$ cat src/rtl/vq_pkg.sv
package vq_pkg;
    parameter int VQ_DEPTH  = 4;
    parameter int NUM_UNITS = 4;
    parameter int DATA_W    = 16;
    parameter int ISSUE_W   = 2;

    localparam int UNIT_W = $clog2(NUM_UNITS);
    localparam int CNT_W  = $clog2(VQ_DEPTH + 1);
    localparam int NISS_W = $clog2(ISSUE_W + 1);

    typedef logic [UNIT_W-1:0] unit_t;
    typedef logic [CNT_W-1:0]  cnt_t;

    typedef struct packed {
        unit_t             unit;
        logic [DATA_W-1:0] data;
    } vq_entry_t;

    function automatic logic can_pair(input unit_t a, input unit_t b);
        return a != b;
    endfunction
endpackage

$ cat src/rtl/vq_issue_select.sv
module vq_issue_select
    import vq_pkg::*;
(
    input  logic                  clk,
    input  logic                  rst,
    input  logic                  flush,
    input  vq_entry_t             head0,
    input  vq_entry_t             head1,
    input  cnt_t                  occ,
    input  logic [NUM_UNITS-1:0]  rs_avail,
    output logic [1:0]            issue_mask,
    output logic [NISS_W-1:0]     n_issue
);
    logic ready0, ready1;

    always_comb begin
        ready0 = (occ >= cnt_t'(1)) && rs_avail[head0.unit];
        ready1 = (occ >= cnt_t'(2)) && rs_avail[head1.unit]
                 && can_pair(head0.unit, head1.unit);
        issue_mask[0] = !flush && ready0;
        issue_mask[1] = issue_mask[0] && ready1;
        n_issue = NISS_W'(issue_mask[0]) + NISS_W'(issue_mask[1]);
    end

    assert_inorder_R3: assert property (@(posedge clk) disable iff (rst)
        issue_mask[1] |-> issue_mask[0]);
    assert_rs_ready_R2: assert property (@(posedge clk) disable iff (rst)
        issue_mask[0] |-> rs_avail[head0.unit]);
    assert_distinct_R9: assert property (@(posedge clk) disable iff (rst)
        issue_mask[1] |-> (head0.unit != head1.unit) && rs_avail[head1.unit]);
    assert_held_R4: assert property (@(posedge clk) disable iff (rst)
        (issue_mask[1] |-> occ >= cnt_t'(2)) and (issue_mask[0] |-> occ != '0));
    assert_flush_quiet_R8: assert property (@(posedge clk) disable iff (rst)
        flush |-> issue_mask == 2'b00);
endmodule

$ cat src/rtl/vq_entry_store.sv
module vq_entry_store
    import vq_pkg::*;
(
    input  logic                         clk,
    input  logic                         rst,
    input  logic                         flush,
    input  logic [1:0]                   disp_valid,
    input  vq_entry_t                    disp0,
    input  vq_entry_t                    disp1,
    input  logic [NISS_W-1:0]            n_issue,
    output vq_entry_t [VQ_DEPTH-1:0]     slots,
    output cnt_t                         occ,
    output cnt_t                         free
);
    vq_entry_t [VQ_DEPTH-1:0] slots_nxt;
    cnt_t keep, occ_nxt;
    logic acc0, acc1;

    always_comb begin
        free = cnt_t'(VQ_DEPTH) - occ;
        keep = occ - cnt_t'(n_issue);
        acc0 = disp_valid[0] && (free >= cnt_t'(1));
        acc1 = acc0 && disp_valid[1] && (free >= cnt_t'(2));
        occ_nxt = keep + cnt_t'(acc0) + cnt_t'(acc1);
    end

    for (genvar i = 0; i < VQ_DEPTH; i++) begin : g_slot
        localparam int SRC1 = (i + 1 < VQ_DEPTH) ? i + 1 : VQ_DEPTH - 1;
        localparam int SRC2 = (i + 2 < VQ_DEPTH) ? i + 2 : VQ_DEPTH - 1;
        always_comb begin
            if (cnt_t'(i) < keep) begin
                case (n_issue)
                    NISS_W'(1): slots_nxt[i] = slots[SRC1];
                    NISS_W'(2): slots_nxt[i] = slots[SRC2];
                    default:    slots_nxt[i] = slots[i];
                endcase
            end else if (acc0 && cnt_t'(i) == keep) begin
                slots_nxt[i] = disp0;
            end else if (acc1 && cnt_t'(i) == keep + cnt_t'(1)) begin
                slots_nxt[i] = disp1;
            end else begin
                slots_nxt[i] = '0;
            end
        end
    end

    always_ff @(posedge clk) begin
        if (rst || flush) begin
            occ   <= '0;
            slots <= '0;
        end else begin
            occ   <= occ_nxt;
            slots <= slots_nxt;
        end
    end

    assert_occ_bound_R7: assert property (@(posedge clk) disable iff (rst)
        occ <= cnt_t'(VQ_DEPTH));
    assert_flush_empty_R8: assert property (@(posedge clk) disable iff (rst)
        flush |=> occ == '0);
    assert_no_overfill_R5: assert property (@(posedge clk) disable iff (rst)
        !flush && free == '0 && n_issue == '0 |=> $stable(occ));
endmodule

$ cat src/rtl/vec_issue_queue.sv
module vec_issue_queue
    import vq_pkg::*;
(
    input  logic                 clk,
    input  logic                 rst,
    input  logic                 flush,
    input  logic [1:0]           disp_valid,
    input  logic [UNIT_W-1:0]    disp_unit0,
    input  logic [DATA_W-1:0]    disp_data0,
    input  logic [UNIT_W-1:0]    disp_unit1,
    input  logic [DATA_W-1:0]    disp_data1,
    input  logic [NUM_UNITS-1:0] rs_avail,
    output logic [CNT_W-1:0]     free_slots,
    output logic [1:0]           iss_valid,
    output logic [UNIT_W-1:0]    iss_unit0,
    output logic [DATA_W-1:0]    iss_data0,
    output logic [UNIT_W-1:0]    iss_unit1,
    output logic [DATA_W-1:0]    iss_data1
);
    vq_entry_t [VQ_DEPTH-1:0] slots;
    vq_entry_t disp0, disp1;
    cnt_t occ, free;
    logic [1:0] issue_mask;
    logic [NISS_W-1:0] n_issue;

    assign disp0 = '{unit: disp_unit0, data: disp_data0};
    assign disp1 = '{unit: disp_unit1, data: disp_data1};

    vq_entry_store u_store (
        .clk(clk), .rst(rst), .flush(flush),
        .disp_valid(disp_valid), .disp0(disp0), .disp1(disp1),
        .n_issue(n_issue), .slots(slots), .occ(occ), .free(free)
    );

    vq_issue_select u_select (
        .clk(clk), .rst(rst), .flush(flush),
        .head0(slots[0]), .head1(slots[1]), .occ(occ),
        .rs_avail(rs_avail), .issue_mask(issue_mask), .n_issue(n_issue)
    );

    assign free_slots = free;
    assign iss_valid  = issue_mask;
    assign iss_unit0  = slots[0].unit;
    assign iss_data0  = slots[0].data;
    assign iss_unit1  = slots[1].unit;
    assign iss_data1  = slots[1].data;

    assert_drain_R6: assert property (@(posedge clk) disable iff (rst)
        !flush && disp_valid == 2'b00 && occ != '0 && iss_valid == 2'b01
        |=> occ == $past(occ) - cnt_t'(1));
endmodule

$ cat config.mk
export PLATFORM = sky130hd
export DESIGN_NAME = vec_issue_queue
export DESIGN_NICKNAME = d
export VERILOG_FILES = /design/src/rtl/vq_pkg.sv /design/src/rtl/vq_issue_select.sv /design/src/rtl/vq_entry_store.sv /design/src/rtl/vec_issue_queue.sv
export SDC_FILE = /design/constraint.sdc
export NUM_CORES = 1
export LEC_CHECK = 0
export BUFFER_PORTS_ARGS = -buffer_cell sky130_fd_sc_hd__buf_2
export CORE_MARGIN = 3
export CORE_UTILIZATION = 40
export CTS_CLUSTER_SIZE = 25
export DETAILED_ROUTE_END_ITERATION = 8
export SLEW_MARGIN = 10
export SYNTH_ARGS = -nofsm -noshare
export SYNTH_HDL_FRONTEND = slang
export SYNTH_SLANG_ARGS = --single-unit
$ cat constraint.sdc
create_clock -name clk -period 7.25 [get_ports clk]
set_clock_uncertainty 0.15 [all_clocks]
set_input_delay 0 -clock clk [delete_from_list [all_inputs] [get_ports clk]]
set_output_delay 0 -clock clk [all_outputs]
set_load 0.02 [all_outputs]
==> flow_summary.json, run 1 <==
{
  "status": "finished clean",
  "first_global_vias": 5061,
  "synth_top_flop_cell": "dfxtp_1",
  "numCtsBuffers": 9,
  "critPathKind": "register to register",
  "synth-edff-count": 0,
  "crit_path_end_kind": "register",
  "worst-path-max-fanout": 46,
  "rsz0062_at_grt": "no",
  "final.setup.tns_ps": 0,
  "setup_violations": 0,
  "routed_wl_um": 17600,
  "antenna_found_initial": 0,
  "synth.avg_cell_area_um2": 8.58,
  "worstPathArrival_ps": 5710,
  "cts.root.buffer_cell": "clkbuf_16",
  "clk-insertion-delay-late_ps": 340,
  "viasPerCell": 6.65,
  "fin_crit_ps": 5570,
  "syn_to_final_growth_pct": 21.4,
  "crit_path_top_delay_cell": "fa_1",
  "hold_path_class": "input port to register",
  "drc": 0,
  "fillers": 1144,
  "wire_per_inst_um": 22.6,
  "nets": 685,
  "place_ws_ps": 2140,
  "drt_first_pass_iters": 6,
  "cts_max_path_buffers": 2,
  "fmax_mhz": 179,
  "cts_tree": "done",
  "ys_ff_latch": 75,
  "post_cts_buffers": 0,
  "cp.depth": 14,
  "rows": 39,
  "drt_iter0_drc": 590,
  "place.gp.congestion": 0.797,
  "cap_viol_max_count": 0,
  "slew_headroom": 0.194,
  "grt.total_usage": 0.260,
  "path_buf_inv": 5,
  "p_leak_nw": 2.52,
  "hold_violations": 0,
  "post-dp-hpwl_um": 10400,
  "ir_drop_mv": 0.168,
  "slowest_delay_ps": 910,
  "gr-total-overflow": 0,
  "portBuffers": 85,
  "ys_types": 46,
  "dieArea_um2": 13600,
  "grt_max_degree": 52,
  "cp.required_ps": 7390,
  "synthesis.nets": 625,
  "setup_slack_ps": 1680,
  "fin_crit_sh": 0.768,
  "multi_input_area_um2": 2780,
  "worst_setup_path_start_kind": "register",
  "syn-instance-count": 572,
  "async_reset_ff_frac": 0,
  "rr_worst_depth": 14,
  "drv_slew": 0,
  "htree_levels": 3,
  "die_w_um": 117,
  "start_util": 0.419,
  "tightestPinTransition_ps": 1210,
  "ys_warn_count": 0,
  "whs_path_depth": 5,
  "power_density_nw_per_um2": 264,
  "die_y_um": 117,
  "drive_gt1_frac": 0.267,
  "ff2ff_setup_slack_ps": 1680,
  "grt_pass1_wl_um": 27900,
  "postRouteAntennaNets": 0,
  "path_cells": "buf_4, inv_1, ha_1, or3_1, nand3b_2, buf_4, nor2_1, ha_1, fa_1, inv_1, nor3_4, nand4_1, a221oi_2, dlygate4sd3_1",
  "yosysSeqAreaShare": 0.306,
  "core_area_um2": 11700,
  "cts.clk_slew.worst_paths_ps": 60,
  "seq_area_um2": 1500,
  "vias": 5185,
  "boundaryPins": 86,
  "syn-cell-area_um2": 4910,
  "diodes": 0,
  "crit_family": "buffers and inverters",
  "cts_sinks": 75
}
[final cells by class]
class,instances,area share
multi-input combinational,367,0.467
sequential,75,0.252
timing repair buffer,152,0.178
clock buffer,12,0.0430
tap,143,0.0300
inverter,27,0.0170
clock inverter,4,0.0122
[registers in the layout, indices dropped and copies added, names as in the netlist]
signal,count
u_store.occ,3
u_store.slots,72
[cells in the mapped netlist, types with 5 or more instances]
master | number | area [µm²]
nor2_1 | 10 | 37.5
nor3_1 | 7 | 35.0
ha_1 | 6 | 75.1
o21ai_0 | 56 | 280
buf_2 | 19 | 95.1
nand3_1 | 19 | 95.1
o221a_2 | 31 | 349
a2bb2oi_1 | 13 | 114
inv_1 | 26 | 97.6
nor2b_1 | 5 | 31.3
a311oi_1 | 6 | 52.6
a221oi_2 | 7 | 105
o22ai_1 | 39 | 244
nand2_1 | 14 | 52.6
buf_4 | 38 | 285
a21oi_1 | 40 | 200
a31oi_1 | 11 | 68.8
nand4_1 | 18 | 113
a221oi_1 | 35 | 307
dfxtp_1 | 75 | 1500
a32oi_1 | 5 | 43.8
clkbuf_1 | 41 | 154
mux2i_1 | 17 | 170
[worst reg2reg max path: cells and delay by family (launching register included)]
family          cells  cell delay [ps]
buf+inv             5             1840
simple gates        5             1630
fa+ha+maj           3             1330
flops               1              300
compound gates      1              290
[cell families (layout without fill, tap and decap cells)]
group	count (synthesis)	count (layout)	share of synthesized area
buffers and inverters	130	195	0.138
DFF	75	75	0.306
xor gates and xnor gates	6	6	0.0145
adders and majority gates	8	8	0.0235
AOI/OAI and AO/OA	252	252	0.384
muxes	20	20	0.0461
and+or+nand+nor	81	81	0.0880
[per-layer routing]
layer / track usage / routed length (µm) / vias up
met5: 0 / 0 / -
met4: 0.100 / 427 / 0
met3: 0.0534 / 1610 / 41
met2: 0.397 / 8170 / 321
met1: 0.362 / 7440 / 2500
li1: - / - / 2323
[final timing paths]
| kind | startpoint | endpoint |
|---|---|---|
| worst max-delay path | u_store.occ[1] | u_store.slots[45] |
| worst min-delay path | rst | u_store.slots[69] |
| worst max register to register | u_store.occ[1] | u_store.slots[45] |
| worst min register to register | u_store.slots[7] | u_store.slots[7] |
[metrics by stage]
stage	utilization	hold slack (ps)	instances	area, µm²	power (mW)
2_1_floorplan	-	-4.36	572	4910	0.898
3_3_place_gp	0.434	134	710	5080	1.04
3_5_place_dp	0.435	143	710	5090	1.04
4_1_cts	0.509	26.3	780	5960	1.56
5_1_grt	0.509	96.6	780	5960	1.64
6_report	0.509	34.8	780	5960	1.57
[what timing repair did]
action                    in CTS  in global routing
hold endpoints to repair      72                  0
hold buffers                  54                  0
gates resized for setup        0                  0
[layout by cell type, fill, tap and decap left out, drive strengths merged, types with 5 or more instances in the layout]
master       count
nand2           14
a21oi           40
clkbuf          12
dfxtp           75
mux2i           17
nand3           19
a32oi            5
nor2b            5
nor3             8
inv             27
buf             98
a2bb2oi         13
nor2            10
o221a           31
nand4           18
a221oi          42
ha               6
o21ai           56
a31oi           11
o22ai           39
a311oi           6
dlygate4sd3     54
[power breakdown]
group          switching (mW)  internal (mW)  total (mW)
logic                   0.409          0.189       0.598
clock network           0.179          0.320       0.498
registers              0.0299          0.448       0.478
Power figures use the tool's default switching activity.
==> inputs of run 2 (changes only) <==
clock period = 5.43 ns   (was 7.25 ns; I/O delays follow)
==> flow_summary.json, run 2 (same netlist as run 1, synthesis figures left out) <==
{
  "status": "finished clean",
  "final.setup.tns_ps": 0,
  "dpl.cell_count": 714,
  "cts.clk_slew.worst_paths_ps": 60,
  "drt_first_pass_iters": 6,
  "final_cell_mix": "buf_2, dfxtp_1, o21ai_0, dlygate4sd3_1",
  "cts.root.buffer_cell": "clkbuf_16",
  "drt_iter0_drc": 791,
  "rsz0062_at_grt": "no",
  "rr_worst_depth": 10,
  "grt_max_degree": 52,
  "drv_slew": 0,
  "core_area_um2": 11700,
  "worst-path-max-fanout": 18,
  "top_regs": "u_store.slots (72), u_store.occ (3)",
  "reg2reg_to": "u_store.slots[45]",
  "drc": 0,
  "viasPerCell": 6.71,
  "syn_to_final_growth_pct": 21.7,
  "crit_path_end_kind": "register",
  "cts_sinks": 75,
  "r2r_start": "u_store.slots[16]",
  "worst_setup_path_start_kind": "register",
  "cap_viol_max_count": 0,
  "hold_violations": 0,
  "portBuffers": 85,
  "wire_per_inst_um": 22.7,
  "cts_max_path_buffers": 2,
  "die_w_um": 117,
  "post_cts_buffers": 0,
  "post-dp-hpwl_um": 10500,
  "combPwrFrac": 0.379,
  "ff2ff_setup_slack_ps": 620,
  "final_core_util": 0.510,
  "tightestPinTransition_ps": 1060,
  "hold_end": "u_store.slots[62]",
  "p_sw_mw": 0.815,
  "worstPathArrival_ps": 4930,
  "largest_register": "u_store.slots",
  "cp.required_ps": 5550,
  "ctsHoldBuffers": 53,
  "grt_pass1_wl_um": 28200,
  "crit_family": "simple AND/OR/NAND/NOR gates",
  "switching_share": 0.389,
  "cts_tree": "done",
  "hold_path_startpoint": "rst",
  "die_y_um": 117,
  "cts_resized": 0,
  "fin_crit_sh": 0.885,
  "gr-total-overflow": 0,
  "power_frac_seq": 0.306,
  "nets": 688,
  "slew_headroom": 0.292,
  "routed_wl_um": 17800,
  "internal_power_mw": 1.28,
  "boundaryPins": 86,
  "rows": 39,
  "crit_path_top_delay_cell": "fa_1",
  "grt.total_usage": 0.262,
  "fin_crit_ps": 4810,
  "fmax_mhz": 208,
  "numCtsBuffers": 9,
  "postRouteAntennaNets": 0,
  "place.gp.congestion": 0.825,
  "ir_drop_mv": 0.277,
  "vias": 5260,
  "start_util": 0.419,
  "dieArea_um2": 13600,
  "final_cells": 784,
  "whs_path_depth": 4,
  "drive_gt1_frac": 0.273,
  "cp.depth": 10,
  "setup_violations": 0,
  "path_buf_inv": 2,
  "clock_power_share": 0.316,
  "p_leak_nw": 2.53,
  "clk-insertion-delay-late_ps": 330,
  "power_density_nw_per_um2": 351,
  "critPathKind": "register to register",
  "antenna_found_initial": 0,
  "largest_register_ffs": 72,
  "path_cells": "mux4_2, nand3b_2, nor2_1, ha_1, fa_1, inv_1, nor3_4, nand4_1, a221oi_2, dlygate4sd3_1",
  "slowest_delay_ps": 890,
  "layout_commonest_cell": "buf_2",
  "hold_path_class": "input port to register",
  "htree_levels": 3,
  "first_global_vias": 5072
}
run 2: routing by layer:
layer | part of all wire | track usage | routed length (µm)
met5 | 0 | 0 | 0
met4 | 0.026 | 0.0902 | 463
met3 | 0.12 | 0.0596 | 2070
met2 | 0.44 | 0.395 | 7820
met1 | 0.42 | 0.369 | 7420
run 2: area by class of cell:
class | count | area (µm²)
multi-input combinational | 367 | 2780
sequential | 75 | 1500
inverter | 27 | 101
antenna | 1 | 2.50
clock buffer | 11 | 253
timing repair buffer | 155 | 1080
fill | 1120 | 5740
tap | 143 | 179
clock inverter | 5 | 75.1
run 2: stage by stage:
stage | setup slack, ps | hold WS [ps] | area, µm² | total power, mW
final | 625 | 19.9 | 5970 | 2.09
after CTS | 686 | 11.3 | 5970 | 2.08
after global routing | 355 | 90.0 | 5970 | 2.18
after detailed placement | 1240 | 144 | 5110 | 1.39
after global placement | 1170 | 137 | 5100 | 1.38
after floorplan | 1330 | -4.36 | 4910 | 1.20
run 2: power by group through the flow:
stage	combinational, mW	sequential, mW	clock [mW]
after floorplan	0.564	0.635	0
after global placement	0.735	0.650	0
after detailed placement	0.743	0.650	0
after CTS	0.778	0.639	0.668
after global routing	0.846	0.645	0.688
final	0.793	0.640	0.661
run 2: how the worst max path moves through the flow:
stage | slack (ps) | endpoint | start
after floorplan | 1330 | u_store.slots[37] | u_store.occ[1]
after global placement | 1170 | u_store.slots[14] | u_store.occ[1]
after detailed placement | 1240 | u_store.slots[53] | u_store.slots[16]
after CTS | 690 | u_store.slots[45] | u_store.slots[16]
after global routing | 360 | u_store.slots[44] | u_store.occ[1]
final | 620 | u_store.slots[45] | u_store.slots[16]
run 2: worst register-to-register path, cell delays in order, from the launching register on:
cell	delay [ps]
dfxtp_1	440
mux4_2	560
nand3b_2	340
nor2_1	110
ha_1	210
fa_1	890
inv_1	250
nor3_4	770
nand4_1	210
a221oi_2	240
dlygate4sd3_1	590
==> inputs of run 3 (changes only) <==
BUFFER_PORTS_ARGS = -buffer_cell sky130_fd_sc_hd__clkbuf_2   (was -buffer_cell sky130_fd_sc_hd__buf_2)
==> flow_summary.json, run 3 (same netlist as run 1, synthesis figures left out) <==
{
  "numCtsBuffers": 9,
  "first_global_vias": 4934,
  "viasPerCell": 6.49,
  "drv_slew": 0,
  "power_density_nw_per_um2": 337,
  "power_mw": 1.99,
  "worstPathArrival_ps": 5170,
  "ir_drop_mv": 0.214,
  "r2r_start": "u_store.slots[34]",
  "crit_path_end_kind": "register",
  "place.gp.congestion": 0.895,
  "start_util": 0.419,
  "syn_to_final_growth_pct": 20.3,
  "die_w_um": 117,
  "cts.root.buffer_cell": "clkbuf_16",
  "post-dp-hpwl_um": 10400,
  "final.setup.tns_ps": 0,
  "critPathKind": "register to register",
  "slew_headroom": 0.226,
  "cts.clk_slew.worst_paths_ps": 60,
  "htree_levels": 3,
  "largest_register_ffs": 72,
  "core_area_um2": 11700,
  "cts_tree": "done",
  "ff2ff_setup_slack_ps": 390,
  "drive_gt1_frac": 0.266,
  "grt_pass1_wl_um": 27400,
  "switching_share": 0.404,
  "postRouteAntennaNets": 0,
  "tightestPinTransition_ps": 1160,
  "worst_setup_path_start_kind": "register",
  "top_regs": "u_store.slots (72), u_store.occ (3)",
  "vias": 5078,
  "fin_crit_ps": 5040,
  "hold_path_class": "input port to register",
  "p_sw_mw": 0.804,
  "cap_viol_max_count": 0,
  "crit_start": "u_store.slots[34]",
  "combPwrFrac": 0.392,
  "drc": 0,
  "cts_sinks": 75,
  "cts_max_path_buffers": 2,
  "rr_worst_depth": 10,
  "grt.total_usage": 0.255,
  "rsz0062_at_grt": "no",
  "antenna_found_initial": 0,
  "portBuffers": 85,
  "final_area_um2": 5900,
  "whs_path_depth": 4,
  "drt_iter0_drc": 664,
  "dieArea_um2": 13600,
  "wire_per_inst_um": 22.0,
  "final_cell_mix": "clkbuf_2, dfxtp_1, o21ai_0, dlygate4sd3_1",
  "crit_path_top_delay_cell": "fa_1",
  "fin_crit_sh": 0.928,
  "cp.required_ps": 5560,
  "layout_commonest_cell": "clkbuf_2",
  "nets": 687,
  "largest_register": "u_store.slots",
  "diodes": 0,
  "reg2reg_to": "u_store.slots[45]",
  "setup_violations": 0,
  "boundaryPins": 86,
  "path_cells": "mux4_2, o221a_2, nor2_1, ha_1, fa_1, inv_1, nor3_4, nand4_1, a221oi_2, dlygate4sd3_1",
  "die_y_um": 117,
  "hold_violations": 0,
  "clock_power_share": 0.285,
  "fmax_mhz": 199,
  "placed_area_um2": 5100,
  "hold_path_startpoint": "rst",
  "drt_first_pass_iters": 5,
  "slowest_delay_ps": 840,
  "routed_wl_um": 17200,
  "status": "finished clean",
  "p_leak_nw": 2.48,
  "power_frac_seq": 0.323,
  "grt_max_degree": 52,
  "internal_power_mw": 1.19,
  "gr-total-overflow": 0,
  "cts_resized": 0,
  "clk-insertion-delay-late_ps": 340,
  "rows": 39,
  "worst-path-max-fanout": 32,
  "hold_end": "u_store.occ[1]"
}
-- run 3: layout make-up --
| class | instances | area (µm²) |
|---|---|---|
| tap | 143 | 179 |
| clock inverter | 2 | 10.0 |
| timing repair buffer | 154 | 1080 |
| fill | 1108 | 5810 |
| sequential | 75 | 1500 |
| multi-input combinational | 367 | 2770 |
| inverter | 27 | 101 |
| clock buffer | 14 | 264 |
-- run 3: how the worst max path moves through the flow --
stage / slack, ps / to
2_1_floorplan: 1330 / u_store.slots[37]
3_3_place_gp: 940 / u_store.slots[13]
3_5_place_dp: 940 / u_store.slots[9]
4_1_cts: 460 / u_store.slots[45]
5_1_grt: 140 / u_store.slots[45]
6_report: 390 / u_store.slots[45]
-- run 3: repair_timing --
item / CTS / global route
hold buffers: 53 / 0
endpoints found under the hold margin: 72 / 0
buffers inserted: 0 / 0
-- run 3: stage by stage --
step	std cells	utilization	worst slack [ps]	hold slack (ps)
final	782	0.504	393	70.7
after global routing	782	0.504	135	128
after CTS	782	0.504	461	70.2
after detailed placement	713	0.435	937	134
after global placement	713	0.435	935	124
after floorplan	572	-	1330	-4.36
-- run 3: power by group through the flow --
stage / sequential, mW / combinational (mW) / clock, mW
3_5_place_dp: 0.653 / 0.729 / 0
2_1_floorplan: 0.635 / 0.564 / 0
6_report: 0.643 / 0.780 / 0.567
3_3_place_gp: 0.651 / 0.721 / 0
4_1_cts: 0.641 / 0.764 / 0.570
5_1_grt: 0.648 / 0.836 / 0.586
-- run 3: critical path, delay by kind of cell (launching register included) --
family,cells,cell delay (ps)
simple gates,3,1040
fa+ha+maj,2,1040
buf+inv,2,800
mux,1,760
compound gates,2,720
flops,1,470
-- run 3: layer usage --
layer | routed length [µm] | vias up | global-route usage
li1 | - | 2322 | -
met1 | 7580 | 2427 | 0.365
met2 | 7550 | 297 | 0.378
met3 | 1710 | 32 | 0.0565
met4 | 338 | 0 | 0.0894
met5 | 0 | - | 0
